--- config.mk ---
export PLATFORM = sky130hd
export DESIGN_NAME = wprot_top
export DESIGN_NICKNAME = d
export VERILOG_FILES = /design/src/rtl/wp_pkg.sv /design/src/rtl/wp_key_seq.sv /design/src/rtl/wp_prot_gate.sv /design/src/rtl/wp_reg_bank.sv /design/src/rtl/wprot_top.sv
export SDC_FILE = /design/constraint.sdc
export NUM_CORES = 1
export LEC_CHECK = 0
export ABC_AREA = 1
export BUFFER_PORTS_ARGS = -buffer_cell sky130_fd_sc_hd__clkbuf_2
export CELL_PAD_IN_SITES_DETAIL_PLACEMENT = 1
export CELL_PAD_IN_SITES_GLOBAL_PLACEMENT = 2
export CORE_ASPECT_RATIO = 0.6
export CORE_UTILIZATION = 31
export CTS_CLUSTER_SIZE = 20
export DETAILED_ROUTE_END_ITERATION = 8
export PLACE_DENSITY = 0.9
export SLEW_MARGIN = 30
export SYNTH_ARGS = -nofsm -noshare
export SYNTH_HDL_FRONTEND = slang
export SYNTH_SLANG_ARGS = --single-unit
--- constraint.sdc ---
create_clock -name clk -period 1.9 [get_ports clk]
set_clock_uncertainty 0.15 [all_clocks]
set_input_delay 0.38 -clock clk [delete_from_list [all_inputs] [get_ports clk]]
set_output_delay 0.38 -clock clk [all_outputs]
set_load 0.05 [all_outputs]
--- src/rtl/wp_pkg.sv ---
package wp_pkg;

  typedef enum logic [2:0] {
    SEQ_IDLE = 3'd0,
    SEQ_K1A  = 3'd1,
    SEQ_K1B  = 3'd2,
    SEQ_K2A  = 3'd3,
    SEQ_TOG  = 3'd4
  } seq_e;

  localparam logic [7:0] KEY_PAT_A = 8'h5A;
  localparam logic [7:0] KEY_PAT_B = 8'hA5;

endpackage

--- src/rtl/wp_key_seq.sv ---
module wp_key_seq
  import wp_pkg::*;
#(
  parameter int ADDR_W = 8,
  parameter int DATA_W = 8,
  parameter logic [ADDR_W-1:0] KEY1_ADDR = 8'h10,
  parameter logic [ADDR_W-1:0] KEY2_ADDR = 8'h11
) (
  input  logic              clk,
  input  logic              rst_n,
  input  logic              wr_en,
  input  logic [ADDR_W-1:0] wr_addr,
  input  logic [DATA_W-1:0] wr_data,
  output logic              toggle_req
);

  localparam logic [DATA_W-1:0] PAT_A = DATA_W'(KEY_PAT_A);
  localparam logic [DATA_W-1:0] PAT_B = DATA_W'(KEY_PAT_B);

  seq_e state_q, state_d;
  logic k1_a, k1_b, k2_a, k2_b;

  always_comb begin
    k1_a = (wr_addr == KEY1_ADDR) && (wr_data == PAT_A);
    k1_b = (wr_addr == KEY1_ADDR) && (wr_data == PAT_B);
    k2_a = (wr_addr == KEY2_ADDR) && (wr_data == PAT_A);
    k2_b = (wr_addr == KEY2_ADDR) && (wr_data == PAT_B);
  end

  always_comb begin
    state_d = state_q;
    unique case (state_q)
      SEQ_IDLE, SEQ_TOG: begin
        if (wr_en && k1_a) state_d = SEQ_K1A;
        else               state_d = SEQ_IDLE;
      end
      SEQ_K1A: if (wr_en) state_d = k2_b ? SEQ_K1B : SEQ_IDLE;
      SEQ_K1B: if (wr_en) state_d = k1_b ? SEQ_K2A : SEQ_IDLE;
      SEQ_K2A: if (wr_en) state_d = k2_a ? SEQ_TOG : SEQ_IDLE;
      default: state_d = SEQ_IDLE;
    endcase
  end

  always_ff @(posedge clk or negedge rst_n) begin
    if (!rst_n) state_q <= SEQ_IDLE;
    else        state_q <= state_d;
  end

  assign toggle_req = (state_q == SEQ_TOG);

endmodule

--- src/rtl/wp_prot_gate.sv ---
module wp_prot_gate #(
  parameter int ADDR_W = 8,
  parameter int NREG   = 4
) (
  input  logic              clk,
  input  logic              rst_n,
  input  logic              toggle_req,
  input  logic              wr_en,
  input  logic [ADDR_W-1:0] wr_addr,
  output logic              prot_on,
  output logic              viol,
  output logic              bank_we
);

  logic in_bank;
  logic prot_q, prot_d;
  logic viol_q, viol_d;

  always_comb begin
    in_bank = (wr_addr < ADDR_W'(NREG));
    bank_we = wr_en && in_bank && !prot_q;
    viol_d  = wr_en && in_bank && prot_q;
    prot_d  = !prot_q;
  end

  always_ff @(posedge clk or negedge rst_n) begin
    if (!rst_n) begin
      prot_q <= 1'b0;
    end else if (toggle_req) begin
      prot_q <= prot_d;
    end
  end

  always_ff @(posedge clk or negedge rst_n) begin
    if (!rst_n) viol_q <= 1'b0;
    else        viol_q <= viol_d;
  end

  assign prot_on = prot_q;
  assign viol    = viol_q;

endmodule

--- src/rtl/wp_reg_bank.sv ---
module wp_reg_bank #(
  parameter int ADDR_W = 8,
  parameter int DATA_W = 8,
  parameter int NREG   = 4
) (
  input  logic                   clk,
  input  logic                   rst_n,
  input  logic                   bank_we,
  input  logic [ADDR_W-1:0]      wr_addr,
  input  logic [DATA_W-1:0]      wr_data,
  output logic [NREG*DATA_W-1:0] reg_flat
);

  for (genvar i = 0; i < NREG; i++) begin : g_reg
    logic              sel;
    logic [DATA_W-1:0] q;

    assign sel = bank_we && (wr_addr == ADDR_W'(i));

    always_ff @(posedge clk or negedge rst_n) begin
      if (!rst_n)   q <= '0;
      else if (sel) q <= wr_data;
    end

    assign reg_flat[i*DATA_W +: DATA_W] = q;
  end

endmodule

--- src/rtl/wprot_top.sv ---
module wprot_top #(
  parameter int ADDR_W = 8,
  parameter int DATA_W = 8,
  parameter int NREG   = 4,
  parameter logic [ADDR_W-1:0] KEY1_ADDR = 8'h10,
  parameter logic [ADDR_W-1:0] KEY2_ADDR = 8'h11,
  parameter logic [ADDR_W-1:0] STAT_ADDR = 8'h12
) (
  input  logic              clk,
  input  logic              rst_n,
  input  logic              wr_en,
  input  logic [ADDR_W-1:0] wr_addr,
  input  logic [DATA_W-1:0] wr_data,
  input  logic [ADDR_W-1:0] rd_addr,
  output logic [DATA_W-1:0] rd_data,
  output logic              prot_on,
  output logic              viol
);

  localparam int IDX_W = (NREG > 1) ? $clog2(NREG) : 1;

  logic                   toggle_req;
  logic                   bank_we;
  logic [NREG*DATA_W-1:0] reg_flat;
  logic [IDX_W-1:0]       rd_idx;

  wp_key_seq #(
    .ADDR_W(ADDR_W), .DATA_W(DATA_W),
    .KEY1_ADDR(KEY1_ADDR), .KEY2_ADDR(KEY2_ADDR)
  ) u_seq (
    .clk(clk), .rst_n(rst_n), .wr_en(wr_en), .wr_addr(wr_addr),
    .wr_data(wr_data), .toggle_req(toggle_req)
  );

  wp_prot_gate #(.ADDR_W(ADDR_W), .NREG(NREG)) u_gate (
    .clk(clk), .rst_n(rst_n), .toggle_req(toggle_req), .wr_en(wr_en),
    .wr_addr(wr_addr), .prot_on(prot_on), .viol(viol), .bank_we(bank_we)
  );

  wp_reg_bank #(.ADDR_W(ADDR_W), .DATA_W(DATA_W), .NREG(NREG)) u_bank (
    .clk(clk), .rst_n(rst_n), .bank_we(bank_we), .wr_addr(wr_addr),
    .wr_data(wr_data), .reg_flat(reg_flat)
  );

  assign rd_idx = rd_addr[IDX_W-1:0];

  always_comb begin
    rd_data = '0;
    if (rd_addr < ADDR_W'(NREG))
      rd_data = reg_flat[rd_idx*DATA_W +: DATA_W];
    else if (rd_addr == STAT_ADDR)
      rd_data = {{(DATA_W-1){1'b0}}, prot_on};
  end

endmodule

After elaboration in Yosys (flattened, before gate mapping)
Index checks and enable logic that the tools add are counted.
{"block": "totals", "ff_bits": 37, "elab_cells": 52, "output_inout_bits": 10}
{"block": "op_classes", "n_eq_ne": 15, "reduce_logical": 17, "mux": 10, "order_cmp": 2, "shift": 1}
{"op": "variable part select 32 x 6 -> 8 bit", "count": 1}
{"op": "== test 8 x 5 -> 1 bit (second input constant)", "count": 3}
{"op": "== test 8 x 2 -> 1 bit (second input constant)", "count": 2}
{"op": "< comparator 8 x 3 -> 1 bit (second input constant)", "count": 2}
{"op": "logical AND 1 bit", "count": 12}
{"op": "2-to-1 mux 3 bit", "count": 4}
{"op": "one-hot mux 3 bit (4 select lines)", "count": 1}
{"op": "== test 8 x 1 -> 1 bit (second input constant)", "count": 1}
{"op": "== test 8 x 7 -> 1 bit (second input constant)", "count": 1}
{"op": "== test 8 bit (second input constant)", "count": 1}
{"op": "logical NOT 8 bit", "count": 1}
{"op": "2-to-1 mux 8 bit", "count": 1}
{"op": "== test 3 x 2 -> 1 bit (second input constant)", "count": 2}
{"op": "!= test 2 bit (second input constant)", "count": 3}
{"op": "2-to-1 mux 2 bit", "count": 2}
{"op": "== test 3 x 1 -> 1 bit (second input constant)", "count": 1}
{"op": "== test 3 bit (second input constant)", "count": 1}
{"op": "logical NOT 3 bit", "count": 1}
{"op": "AND reduction 3 bit", "count": 1}
{"op": "2-to-1 mux 1 bit", "count": 2}
{"op": "OR reduction 2 bit", "count": 1}
{"op": "logical NOT 1 bit", "count": 1}

Logic depth before layout (Yosys ltp)
{"block": "depth", "ltp_word": 5, "depth_mapped": 7, "depth_no_buf": 7}

Hierarchy
Synthesis repeated with hierarchy kept, for this count alone.
{"block": "unflattened", "hier_cells": 329, "area_unflattened_um2": 2238.4}
{"mod": "wp_reg_bank", "seq_area_each_um2": 800.8, "cells_each": 155, "instances": 1, "area_each_um2": 1380.1}
{"mod": "wprot_top", "seq_area_each_um2": 0.0, "cells_each": 101, "instances": 1, "area_each_um2": 430.4}
{"mod": "wp_key_seq", "seq_area_each_um2": 75.1, "cells_each": 56, "instances": 1, "area_each_um2": 316.6}
{"mod": "wp_prot_gate", "seq_area_each_um2": 50.0, "cells_each": 17, "instances": 1, "area_each_um2": 111.4}

Worst setup path after synthesis
OpenSTA, ideal clock, no wires.
{"block": "synth_path", "path_kind": "input port to output port", "startpoint": "input rd_addr[2]", "endpoint": "output rd_data[1]", "t_arrival_ps": 1767, "n_path_buf": 0, "path_stages": 4, "required_ps": 1370, "setup_slack_ps": -397, "path_cell_list": "or2_2 -> nor2_1 -> nand3_1 -> a21oi_1"}
{"block": "synth_via", "elab_chain_len": 2}
{"element": "start: declaration", "line": "wprot_top.sv:14", "source": "input logic [ADDR_W-1:0] rd_addr,"}
{"element": "< comparator 8 x 3 -> 1 bit", "line": "wprot_top.sv:49", "source": "if (rd_addr < ADDR_W'(NREG))"}
{"element": "2-to-1 mux 8 bit", "line": "wprot_top.sv:49"}
{"element": "end: declaration", "line": "wprot_top.sv:15", "source": "output logic [DATA_W-1:0] rd_data,"}
No other way between the ends.

Final worst setup path
Ends and elaborated chain as after synthesis.

==> metrics.cfg <==
[run_status]
outcome=finished with violations
violations=hold timing, setup timing

[floorplan]
die_x_um=108
start_util_pct=33.2
rows=22
io_pins=37
dieArea_um2=7120
core_area_um2=6330
die_h_um=65.7

[clock_network]
clkLatencyLatePin_ps=280
tritoncts=done
cts_setup_buffers=0
numCtsBuffers=5
htree_levels=2
clk_pin_slew_ps=60
holdBufCountCts=0
clockBufferDepth=2
cts_num_sinks=37
clock_tree.root_cell=clkbuf_16

[logic_synthesis]
synthXorXnorAreaFrac_pct=0.417
synthArstFlopShare_pct=100
synth_top_area_share_pct=44.1
avgSynthCellArea_um2=7.55
synth.area.top_cells=dfrtp_1 44%, nand2_1 16%, nor2_1 8.0%
syn_area_um2=2100
netlist_instances=278
synth-edff-count=0
synth_mux_area_share_pct=0
yosysMostFrequentCell=nand2_1
synth_top_area_cell=dfrtp_1
yosys.area_share.simple_pct=38.9
ys_seq_elements=37
synth.distinct_cells=28
synth.top_cells.by_count=88 x nand2_1, 45 x nor2_1, 37 x dfrtp_1
ys_warn_count=0
synth_top_family_by_area=simple AND/OR/NAND/NOR gates
ys.flop_type=dfrtp_1
syn_nets=305
yosys.area_share.adder_pct=0
synth_compound_area_share_pct=9.12
synth-seq-area-share_pct=44.1

[pwr]
swShare_pct=25.2
clock_power_share_pct=44.9
switchingPower_uw=453
leakage_nw=1.39
p_per_area_nw_per_um2=626
power.share.sequential_pct=44.3
pwr-share-comb_pct=10.7
peakVddDrop_mv=0.335
intPower_mw=1.35

[place]
dp_slack_ps=-101
placed_cells=408
post_dp_cell_area_um2=2690
io_buffers=36
hpwlAfterDp_mm=5.24
place.gp.congestion=0.847

[global_route]
first_global_vias=2065
antenna_found_initial=0
grt_usage_pct=21.1
grt_max_degree=38
grt_overflow=0
grt_pass1_wl_mm=11.0

[cells_and_area]
regArea_um2=926
finalNetCount=357
area_growth_pct=36.9
antenna_cells=0
fill_cells=784
multiInputGateArea_um2=1140
drive_gt1_share_pct=30.2
finalNonFillerCells=415
final_area_um2=2870

[detailed_routing]
wl_mm=6.66
viasPerCell=4.97
first_iter_violations=97
dr_total_vias=2064
ant_nets=0
wire_per_inst_um=16.0
drc=0
firstDrtPassIters=4

[timing]
worst_slew_margin_rel_pct=66.5
fmax_mhz=522
fin_crit_ps=1920
period_share_pct=101
maxSlewViolCount=0
whs_ps=-4.59
fin_ws_ps=-15.9
rsz0062_at_grt=yes
setup-violations-final=4
worst_slew_pin_slew_ps=503
hold_viol_final=5

[worst_setup_path]
crit_path_top_delay_cell=or2_4
worstSetupPathType=in2out
cp-start-kind=primary input
cpPeakStageDelay_ps=240
r2r_setup_slack_ps=270
end_kind=primary output
cp_data_arrival_time_ps=1390
crit_path_cell_trace=buf_6 -> or2_4 -> nor2_4 -> nand3_4 -> buf_6 -> a21oi_4 -> buf_12
critPathMaxFanout=4
cpMostUsedCell=buf_6
cp.required_ps=1370

[worst_hold_path]
hp-class=in2async

[job]
timing.max_cap.violations=0

[logic make-up after synthesis]
group,after synthesis
flops,37
buf+inv,31
simple gates,177
compound gates,32
xor+xnor,1
[layout make-up]
class | count | share of cell area [%]
Clock buffer | 5 | 4.35
Clock inverter | 3 | 0.609
Inverter | 22 | 2.92
Multi-Input combinational cell | 210 | 39.8
Sequential cell | 37 | 32.2
Tap cell | 84 | 3.66
Timing Repair Buffer | 54 | 16.5
[cells in the final DEF (no fill, tap or decap), types with 3 or more instances in the layout]
master / synthesis / layout
nand3_1: 10 / 9
nand2_1: 88 / 86
nor2_1: 45 / 43
nor2_4: 3 / 4
buf_4: 1 / 13
inv_1: 20 / 20
buf_6: 2 / 4
nand3_4: 2 / 3
clkinv_2: 0 / 3
o21ai_2: 8 / 11
o21ai_1: 0 / 11
a21oi_4: 0 / 7
clkbuf_16: 0 / 5
dfrtp_1: 37 / 37
nor2_2: 2 / 3
buf_12: 1 / 9
clkbuf_2: 0 / 26
nand4_1: 18 / 18
nand2_2: 2 / 4
[layer usage]
layer  part of all wire (%)  GRT usage (%)
met4                   0.75           4.11
met3                    7.8           3.67
met2                     42           31.1
met5                      0              0
met1                     49           31.8
[power by group through the flow]
stage / Sequential (mW) / Combinational [mW] / Clock [mW]
6_report: 0.798 / 0.193 / 0.808
5_1_grt: 0.797 / 0.216 / 0.856
4_1_cts: 0.797 / 0.191 / 0.824
3_5_place_dp: 0.811 / 0.186 / 0
3_3_place_gp: 0.811 / 0.181 / 0
2_1_floorplan: 0.810 / 0.0827 / 0
[critical path, delay by kind of cell]
| family | cells | cell delay, ps |
|---|---|---|
| and+or+nand+nor | 3 | 450 |
| AOI/OAI and AO/OA | 1 | 150 |
| buffers and inverters | 3 | 390 |
[final timing paths]
path	cells past startpoint	startpoint	endpoint
max	7	rd_addr[2]	rd_data[1]
max in group asynchronous	2	rst_n	u_bank.g_reg[1].q[5]$_DFFE_PN0P_
max reg2reg	5	u_gate.prot_on$_DFFE_PN0N_	u_bank.g_reg[0].q[6]$_DFFE_PN0P_
min reg2reg	2	u_bank.g_reg[3].q[7]$_DFFE_PN0P_	u_bank.g_reg[3].q[7]$_DFFE_PN0P_
min	2	rst_n	u_bank.g_reg[1].q[6]$_DFFE_PN0P_
min in group clk	3	wr_data[0]	u_bank.g_reg[1].q[0]$_DFFE_PN0P_
[state kept, by name, summed over array words and instances (netlist names)]
| signal | flops |
|---|---|
| u_gate.prot_on | 1 |
| u_seq.state_q | 3 |
| u_bank.g.q | 32 |
| u_gate.viol | 1 |
[per-stage QoR]
step | power, mW | utilization (%) | setup TNS (ps) | hold WS (ps)
final | 1.80 | 45.4 | -46.7 | -4.59
after global routing | 1.87 | 45.4 | -353 | 54.1
after CTS | 1.81 | 45.1 | -214 | 20.8
after detailed placement | 0.997 | 42.4 | -707 | 314
after global placement | 0.992 | 42.4 | -611 | 306
after floorplan | 0.893 | - | 0 | -65.6
[timing repair]
action                     CTS  global route
resized for setup           17            13
setup endpoints to repair    8             8
pin swaps                    4             5
Power figures use the tool's default switching activity.
